[config.mk]
export PLATFORM = sky130hd
export DESIGN_NAME = pio_bank
export DESIGN_NICKNAME = d
export VERILOG_FILES = /design/src/rtl/pio_bank_pkg.sv /design/src/rtl/pio_rst_sync.sv /design/src/rtl/pio_in_sync.sv /design/src/rtl/pio_regs.sv /design/src/rtl/pio_bank.sv
export SDC_FILE = /design/constraint.sdc
export NUM_CORES = 1
export LEC_CHECK = 0
export ABC_CLOCK_PERIOD_IN_PS = 5600
export BUFFER_PORTS_ARGS = -buffer_cell sky130_fd_sc_hd__clkbuf_2
export CORE_UTILIZATION = 50
export CTS_BUF_LIST = sky130_fd_sc_hd__clkbuf_4 sky130_fd_sc_hd__clkbuf_8
export DETAILED_ROUTE_END_ITERATION = 16
export GPL_TIMING_DRIVEN = 0
export PLACE_DENSITY_LB_ADDON = 0.12
export REMOVE_ABC_BUFFERS = 1
export SYNTH_ARGS = -nofsm -noshare
export SYNTH_HDL_FRONTEND = slang
export SYNTH_HIERARCHICAL = 1
export SYNTH_SLANG_ARGS = --single-unit
[constraint.sdc]
create_clock -name clk -period 5.6 [get_ports clk]
set_input_delay 1.12 -clock clk [delete_from_list [all_inputs] [get_ports clk]]
set_output_delay 1.12 -clock clk [all_outputs]
set_load 0.02 [all_outputs]
[src/rtl/pio_bank_pkg.sv]
package pio_bank_pkg;

  // Register selected by one bus access.
  typedef enum logic [2:0] {
    SEL_NONE = 3'd0,
    SEL_DOUT = 3'd1,
    SEL_SET  = 3'd2,
    SEL_CLR  = 3'd3,
    SEL_TGL  = 3'd4,
    SEL_DIN  = 3'd5,
    SEL_DIR  = 3'd6
  } pio_sel_e;

  // Byte offsets of the port registers.
  localparam logic [7:0] OFF_DOUT = 8'h00;
  localparam logic [7:0] OFF_SET  = 8'h04;
  localparam logic [7:0] OFF_CLR  = 8'h08;
  localparam logic [7:0] OFF_TGL  = 8'h0C;
  localparam logic [7:0] OFF_DIN  = 8'h10;
  localparam logic [7:0] OFF_DIR  = 8'h14;

endpackage

[src/rtl/pio_rst_sync.sv]
module pio_rst_sync #(
  parameter int STAGES = 2
) (
  input  logic clk,
  input  logic rst_n,
  output logic rst_core_n
);

  logic [STAGES-1:0] chain_q;

  // Reset is asserted at once, and released only after STAGES clock edges.
  always_ff @(posedge clk or negedge rst_n) begin
    if (!rst_n) chain_q <= '0;
    else        chain_q <= {chain_q[STAGES-2:0], 1'b1};
  end

  assign rst_core_n = chain_q[STAGES-1];

endmodule

[src/rtl/pio_in_sync.sv]
module pio_in_sync #(
  parameter int W      = 32,
  parameter int STAGES = 2
) (
  input  logic         clk,
  input  logic         rst_n,
  input  logic [W-1:0] async_in,
  output logic [W-1:0] sync_out
);

  logic [W-1:0] stage_q [STAGES];

  // Each stage samples the stage before it on every clock edge.
  for (genvar s = 0; s < STAGES; s++) begin : g_stage
    logic [W-1:0] stage_d;
    if (s == 0) begin : g_first
      assign stage_d = async_in;
    end else begin : g_next
      assign stage_d = stage_q[s-1];
    end
    always_ff @(posedge clk or negedge rst_n) begin
      if (!rst_n) stage_q[s] <= '0;
      else        stage_q[s] <= stage_d;
    end
  end

  assign sync_out = stage_q[STAGES-1];

endmodule

[src/rtl/pio_regs.sv]
module pio_regs
  import pio_bank_pkg::*;
#(
  parameter int W      = 32,
  parameter int ADDR_W = 8
) (
  input  logic              clk,
  input  logic              rst_n,
  input  logic [ADDR_W-1:0] addr,
  input  logic              wr,
  input  logic [W-1:0]      wdata,
  input  logic [W-1:0]      din,
  output logic [W-1:0]      dout_q,
  output logic [W-1:0]      dir_q,
  output logic [W-1:0]      rdata
);

  localparam int OFF_W = 8;

  pio_sel_e     sel;
  logic [W-1:0] dout_d;
  logic         dout_en;
  logic         dir_en;

  // Decode the address. Only an exact match selects a register, so
  // misaligned and out-of-map addresses select nothing.
  always_comb begin
    logic [OFF_W-1:0] a;
    a = OFF_W'(addr);
    if (ADDR_W > OFF_W && (addr >> OFF_W) != '0) sel = SEL_NONE;
    else begin
      unique case (a)
        OFF_DOUT: sel = SEL_DOUT;
        OFF_SET:  sel = SEL_SET;
        OFF_CLR:  sel = SEL_CLR;
        OFF_TGL:  sel = SEL_TGL;
        OFF_DIN:  sel = SEL_DIN;
        OFF_DIR:  sel = SEL_DIR;
        default:  sel = SEL_NONE;
      endcase
    end
  end

  // Next-state logic for the output word and the direction word.
  always_comb begin
    dout_d  = dout_q;
    dout_en = 1'b0;
    dir_en  = 1'b0;
    if (wr) begin
      unique case (sel)
        SEL_DOUT: begin dout_d = wdata;           dout_en = 1'b1; end
        SEL_SET:  begin dout_d = dout_q | wdata;  dout_en = 1'b1; end
        SEL_CLR:  begin dout_d = dout_q & ~wdata; dout_en = 1'b1; end
        SEL_TGL:  begin dout_d = dout_q ^ wdata;  dout_en = 1'b1; end
        SEL_DIR:  dir_en = 1'b1;
        default:  ;
      endcase
    end
  end

  // Registers, each loaded only when its enable is high.
  always_ff @(posedge clk or negedge rst_n) begin
    if (!rst_n) begin
      dout_q <= '0;
      dir_q  <= '0;
    end else begin
      if (dout_en) dout_q <= dout_d;
      if (dir_en)  dir_q  <= wdata;
    end
  end

  // Read multiplexer. The write-only registers read as zero.
  always_comb begin
    unique case (sel)
      SEL_DOUT: rdata = dout_q;
      SEL_DIN:  rdata = din;
      SEL_DIR:  rdata = dir_q;
      default:  rdata = '0;
    endcase
  end

endmodule

[src/rtl/pio_bank.sv]
module pio_bank #(
  parameter int W           = 32,
  parameter int ADDR_W      = 8,
  parameter int SYNC_STAGES = 2
) (
  input  logic              clk,
  input  logic              rst_n,
  input  logic [ADDR_W-1:0] bus_addr,
  input  logic              bus_wr,
  input  logic [W-1:0]      bus_wdata,
  output logic [W-1:0]      bus_rdata,
  input  logic [W-1:0]      pad_in,
  output logic [W-1:0]      pad_out,
  output logic [W-1:0]      pad_oe
);

  logic         rst_core_n;
  logic [W-1:0] din_sync;
  logic [W-1:0] dout_q;
  logic [W-1:0] dir_q;

  pio_rst_sync #(.STAGES(2)) u_rst (
    .clk        (clk),
    .rst_n      (rst_n),
    .rst_core_n (rst_core_n)
  );

  pio_in_sync #(.W(W), .STAGES(SYNC_STAGES)) u_sync (
    .clk      (clk),
    .rst_n    (rst_core_n),
    .async_in (pad_in),
    .sync_out (din_sync)
  );

  pio_regs #(.W(W), .ADDR_W(ADDR_W)) u_regs (
    .clk    (clk),
    .rst_n  (rst_core_n),
    .addr   (bus_addr),
    .wr     (bus_wr),
    .wdata  (bus_wdata),
    .din    (din_sync),
    .dout_q (dout_q),
    .dir_q  (dir_q),
    .rdata  (bus_rdata)
  );

  assign pad_out = dout_q;
  assign pad_oe  = dir_q;

endmodule

==> flow_summary.ini, run 1 <==
[placed_design]
place.gp.congestion = 0.7529
port_buffers = 170
post-place-ws_ns = 0.7126
dpl.hpwl_um = 9736
dpl-instance-area_mm2 = 0.007886

[clock_tree]
cts_resized = 0
clkLatencyLatePin_ns = 0.44
cts_buffer_depth = 2
cts_tree = built
cts_setup_buffers = 0
clockRootBuffer = clkbuf_8
cts_inserted_buffers = 17
ctsHoldBuffers = 0
cts_max_level = 4
clkTransAtPathRegs_ns = 0.07
cts_sinks = 130

[finish]
drive_gt1_share_pct = 47.59
fin_area_mm2 = 0.008287
fin_util_pct = 62.33
nets = 832
diodes = 0
area_growth_pct = 20.84

[run_status]
status = completed

[routing]
dr.pass1.iters = 7
totalWireLength_um = 14860
drt_iter0_drc = 287
postRouteAntennaNets = 0
wire_per_inst_um = 16.85
drc_errors = 0
vias = 4574
viasPerCell = 5.186

[sta]
fin_skew_ns = 0.01040
min_period_ns = 4.397
fmax_mhz = 227.5
hold_violations = 0
setup_viol = 0
slew_viol_final = 0
finalCritPeriodShare_pct = 78.51
rsz0062_at_grt = false
layout_setup_ws_ns = 1.203
worst_slew_margin_rel_pct = 19.88
worst_pin_slew_ns = 1.202
timing.hold.ws_ns = 0.3507

[synthesis]
synth-seq-cells = 130
yosysSeqAreaShare_pct = 47.44
netlist_instances = 528
synth_warnings = 6
syn_avg_cell_area_um2 = 12.99
synth.distinct_cells = 21
netlist_area_mm2 = 0.006858

[worst_setup_path]
cp.required_ns = 4.48
critPathArrivalTime_ns = 3.28
crit_fanout = 33
cp_top_family = simple AND/OR/NAND/NOR gates
cpMaxStageDelayCell = clkbuf_2
worstSetupPathType = in -> out
cpPeakStageDelay_ns = 0.63
path_cells = clkbuf_2 > nor2_1 > nand2_2 > nor2_1 > clkbuf_2
startpoint_type = input port
critPathBufInv = 2
cp-end-kind = output pin

[power]
pwr_density_cell_mw_per_mm2 = 271.4
leakage_nw = 4.315
ir_worst_vdd_mv = 0.2106

[floorplan]
num_rows = 42
core_mm2 = 0.01330
start_util_pct = 51.58
die_w_um = 119.1
top_level_ports = 171
die_y_um = 119.1
die_area_mm2 = 0.01419

[grt]
grt_overflow = 0
grt_max_degree = 67
grt_pass1_wl_um = 24290
grt_pass1_vias = 4869
grt_util_all_layers_pct = 22.62
antenna_found_initial = 0

[flow_run]
drv_cap = 0

[worst_hold_path]
holdCritPathClass = reg -> reg
==> cell families (layout without fill, tap and decap cells) <==
family	after synthesis	in the layout	share of synthesized area [%]
flip-flops	130	130	47.44
multiplexers	128	128	26.20
buffers and inverters	124	302	7.645
adder cells (fa/ha/maj)	64	64	11.68
AND/OR/NAND/NOR	49	49	3.485
AO/OA/AOI/OAI	32	32	3.503
other	1	1	0.05468
==> cell usage in the layout, fill, tap and decap left out <==
master and n:
clkbuf_2 169, conb_1 1, nor2b_1 6, buf_16 3, dfrtp_1 129, clkinv_2 4, nor2_1 33, bufinv_16 2
a22oi_1 32, clkinv_4 3, ha_1 64, clkbuf_4 1, clkbuf_8 19, dfrtp_4 1, nand2b_1 4, nand2_2 1
clkinvlp_4 4, inv_1 96, and4bb_2 1, nor4_4 1, buf_12 1, and3_1 1, mux2i_1 4, mux4_2 32
nand3_2 1, nor2_4 1, mux2_2 92
==> state kept, by name, summed over array words and instances, names as in the netlist <==
| name | cells |
|---|---|
| u_rst/chain_q | 2 |
| u_regs/dout_q | 32 |
| u_sync/sync_out | 32 |
| u_sync/g_stage.stage_d | 32 |
| u_regs/dir_q | 32 |
==> metrics by stage <==
step,setup TNS (ns),power [mW],instances
CTS,0,2.280,882
detailed placement,0,1.478,850
global route,0,2.372,882
global placement,-36.90,1.442,846
floorplan,0,1.312,500
finish,0,2.249,882
==> Yosys cell counts <==
master,instances,area (um2)
mux2i_1,4,40.04
clkbuf_1,5,18.77
dfrtp_1,130,3253
inv_1,96,360.4
nor2b_1,6,37.54
a22oi_1,32,240.2
buf_1,2,7.510
nand2_1,1,3.750
nor2_1,34,127.6
conb_1,1,3.750
ha_1,64,800.8
and4bb_2,1,12.51
nand2b_1,4,25.02
nand3_1,1,5.000
mux2_2,92,1036
buf_4,3,22.52
buf_2,14,70.07
mux4_2,32,720.7
nor4_4,1,21.27
buf_6,4,45.04
and3_1,1,6.260
==> power breakdown <==
part / leakage [nW] / internal, mW / switching (mW)
logic: 2.50 / 0.187 / 0.199
registers: 1.62 / 1.00 / 0.0660
clock network: 0.193 / 0.417 / 0.377
==> metal layers <==
layer  part of all wire [%]  global-route usage [%]  vias to the layer above
met5                      0                       0                        -
met4                   0.69                   7.199                        0
met3                    6.1                   7.232                       11
met2                     52                   38.23                      131
met1                     41                   27.40                     2324
li1                       -                       -                     2108
==> cell type report <==
cell class              count  area, um2
clock buffers              19      261.5
fillers                  1083       5009
inverters                  96      360.3
well taps                 176      220.2
flip-flops and latches    130       3257
multi-input cells         274       3095
clock inverters            13      136.4
repair buffers            174      955.9
==> final timing paths <==
path / startpoint / end / slack [ns] / depth (start not counted)
min in group asynchronous: u_rst/chain_q[1]$_DFF_PN0_ / u_sync/g_stage[1].stage_d[19]$_DFF_PN0_ / 0.44 / 0
max in group asynchronous: u_rst/chain_q[1]$_DFF_PN0_ / u_regs/dout_q[29]$_DFFE_PN0P_ / 4.33 / 1
hold / removal: u_sync/g_stage[1].stage_d[14]$_DFF_PN0_ / u_sync/sync_out[14]$_DFF_PN0_ / 0.35 / 0
hold reg to reg: u_sync/g_stage[1].stage_d[14]$_DFF_PN0_ / u_sync/sync_out[14]$_DFF_PN0_ / 0.35 / 0
setup / recovery: bus_addr[3] / bus_rdata[11] / 1.20 / 5
setup reg to reg: u_regs/dout_q[7]$_DFFE_PN0P_ / u_regs/dout_q[7]$_DFFE_PN0P_ / 3.80 / 5
(Power assumes the default switching activity.)
==> run 2, diff against run 1 <==
--- a/config.mk
+++ b/config.mk
@@ -5,7 +5,7 @@
 export SDC_FILE = /design/constraint.sdc
 export NUM_CORES = 1
 export LEC_CHECK = 0
-export ABC_CLOCK_PERIOD_IN_PS = 5600
+export ABC_CLOCK_PERIOD_IN_PS = 3670
 export BUFFER_PORTS_ARGS = -buffer_cell sky130_fd_sc_hd__clkbuf_2
 export CORE_UTILIZATION = 50
 export CTS_BUF_LIST = sky130_fd_sc_hd__clkbuf_4 sky130_fd_sc_hd__clkbuf_8
==> constraint.sdc (replaced) <==
create_clock -name clk -period 3.67 [get_ports clk]
set_input_delay 0.734 -clock clk [delete_from_list [all_inputs] [get_ports clk]]
set_output_delay 0.734 -clock clk [all_outputs]
set_load 0.02 [all_outputs]
==> run 2 against run 1 <==
Compared with the run above: sequential share of layout area about the same; register-to-register slack worse by 1.9 ns; routed wire length down 0.29%; worst hold slack worse by 0.29 ns; utilization about the same; first-iteration DRC count down 3.8%.
==> flow_summary.ini, run 2 (same netlist as run 1, synthesis figures left out) <==
[run_status]
status = completed

[grt]
antenna_found_initial = 0
grt_util_all_layers_pct = 22.62
grt_overflow = 0
grt_pass1_wl_um = 24300
grt_max_degree = 67
grt_pass1_vias = 4873

[worst_setup_path]
worstSetupPathType = in -> out
cp-end-kind = output pin
r2r_cells = 5
startpoint_type = input port
critPathArrivalTime_ns = 2.75
crit_fanout = 45
rr_endpoint = u_regs/dout_q[7]$_DFFE_PN0P_
cp.required_ns = 2.94
regToRegStartpoint = u_regs/dout_q[7]$_DFFE_PN0P_
reg2reg_setup_slack_ns = 1.88

[floorplan]
die_area_mm2 = 0.01419
start_util_pct = 51.58
num_rows = 42
top_level_ports = 171
die_w_um = 119.1
core_mm2 = 0.01330
die_y_um = 119.1

[flow_run]
drv_cap = 0

[routing]
drc_errors = 0
drt_iter0_drc = 276
vias = 4604
postRouteAntennaNets = 0
dr.pass1.iters = 7
wire_per_inst_um = 16.80
viasPerCell = 5.220
totalWireLength_um = 14820

[sta]
setup_viol = 0
fin_skew_ns = 0.009694
hold_violations = 0
slew_viol_final = 0
tns_ns = 0
min_period_ns = 3.484
finalCritPeriodShare_pct = 94.93
fmax_mhz = 287.0
worst_pin_slew_ns = 1.139
rsz0062_at_grt = false
worst_slew_margin_rel_pct = 24.08

[clock_tree]
cts_resized = 2
cts_tree = built
cts_buffer_depth = 2
cts_max_level = 4
cts_setup_buffers = 0
cts_inserted_buffers = 17
ctsHoldBuffers = 0
cts_sinks = 130
clockRootBuffer = clkbuf_8
clkLatencyLatePin_ns = 0.44
clkTransAtPathRegs_ns = 0.07

[placed_design]
port_buffers = 170
dp.cells = 850
dpl.hpwl_um = 9736
place.gp.congestion = 0.7529

[finish]
diodes = 0
fill_cells = 1084
area_growth_pct = 20.87
stdcell_count = 882
drive_gt1_share_pct = 47.59
final_common_cell = clkbuf_2
nets = 832
final-seq-area_mm2 = 0.003257
mostFrequentLayoutCells = clkbuf_2, dfrtp_1, inv_1, mux2_2, ha_1
multi_input_area_mm2 = 0.003095

[power]
leakage_nw = 4.316
ir_worst_vdd_mv = 0.3199
pwr_density_cell_mw_per_mm2 = 413.6

[worst_hold_path]
holdCritPathClass = in -> async
## run 2: cell types whose count changed in the layout (fill, tap and decap cells not counted)
cell and delta:
clkbuf_2 -1, clkbuf_4 +1
## run 2: worst max path at each step
stage | from | to | depth (start not counted)
after detailed placement | bus_addr[3] | bus_rdata[11] | 5
after global placement | bus_addr[2] | bus_rdata[11] | 5
after CTS | bus_addr[4] | bus_rdata[6] | 6
after global routing | bus_addr[4] | bus_rdata[31] | 6
after floorplan | u_rst/chain_q[1]$_DFF_PN0_ | u_regs/dir_q[0]$_DFFE_PN0P_ | 0
final | bus_addr[4] | bus_rdata[6] | 6
## run 2: layer usage
metal,vias to the layer above,routed length (um),track usage (%)
met5,-,0,0
met4,0,137,7.199
met3,14,940,7.232
li1,2114,-,-
met2,142,7739,38.37
met1,2334,5998,27.28
## run 2: through the flow
stage | utilization (%) | worst slack, ns | hold slack [ns] | total power, mW | instance area (um2)
4_1_cts | 62.35 | 0.1723 | 0.02546 | 3.479 | 8289
2_1_floorplan | - | -0.2201 | 0.3312 | 2.003 | 6694
3_5_place_dp | 59.32 | -0.4454 | 0.3347 | 2.256 | 7886
6_report | 62.35 | 0.1862 | 0.06119 | 3.428 | 8289
5_1_grt | 62.35 | 0.04846 | 0.02472 | 3.618 | 8289
3_3_place_gp | 58.40 | -2.379 | 0.3316 | 2.201 | 7765
## run 2: cell type report
type / instances / area share (%)
Clock buffer: 19 / 3.155
Clock inverter: 13 / 1.645
Tap cell: 176 / 2.657
Inverter: 96 / 4.347
Multi-Input combinational cell: 274 / 37.34
Timing Repair Buffer: 174 / 11.56
Sequential cell: 130 / 39.29
## run 2: power breakdown
group | leakage, nW | total, mW | switching [mW] | internal (mW)
combinational | 2.50 | 0.588 | 0.303 | 0.285
clock | 0.193 | 1.21 | 0.573 | 0.636
sequential | 1.62 | 1.63 | 0.101 | 1.53
## run 2: worst max-delay path: stages
cell      delay (ns)
clkbuf_2        0.59
nor2_4          0.68
buf_16          0.24
a22oi_1         0.10
nor2_1          0.17
clkbuf_2        0.20
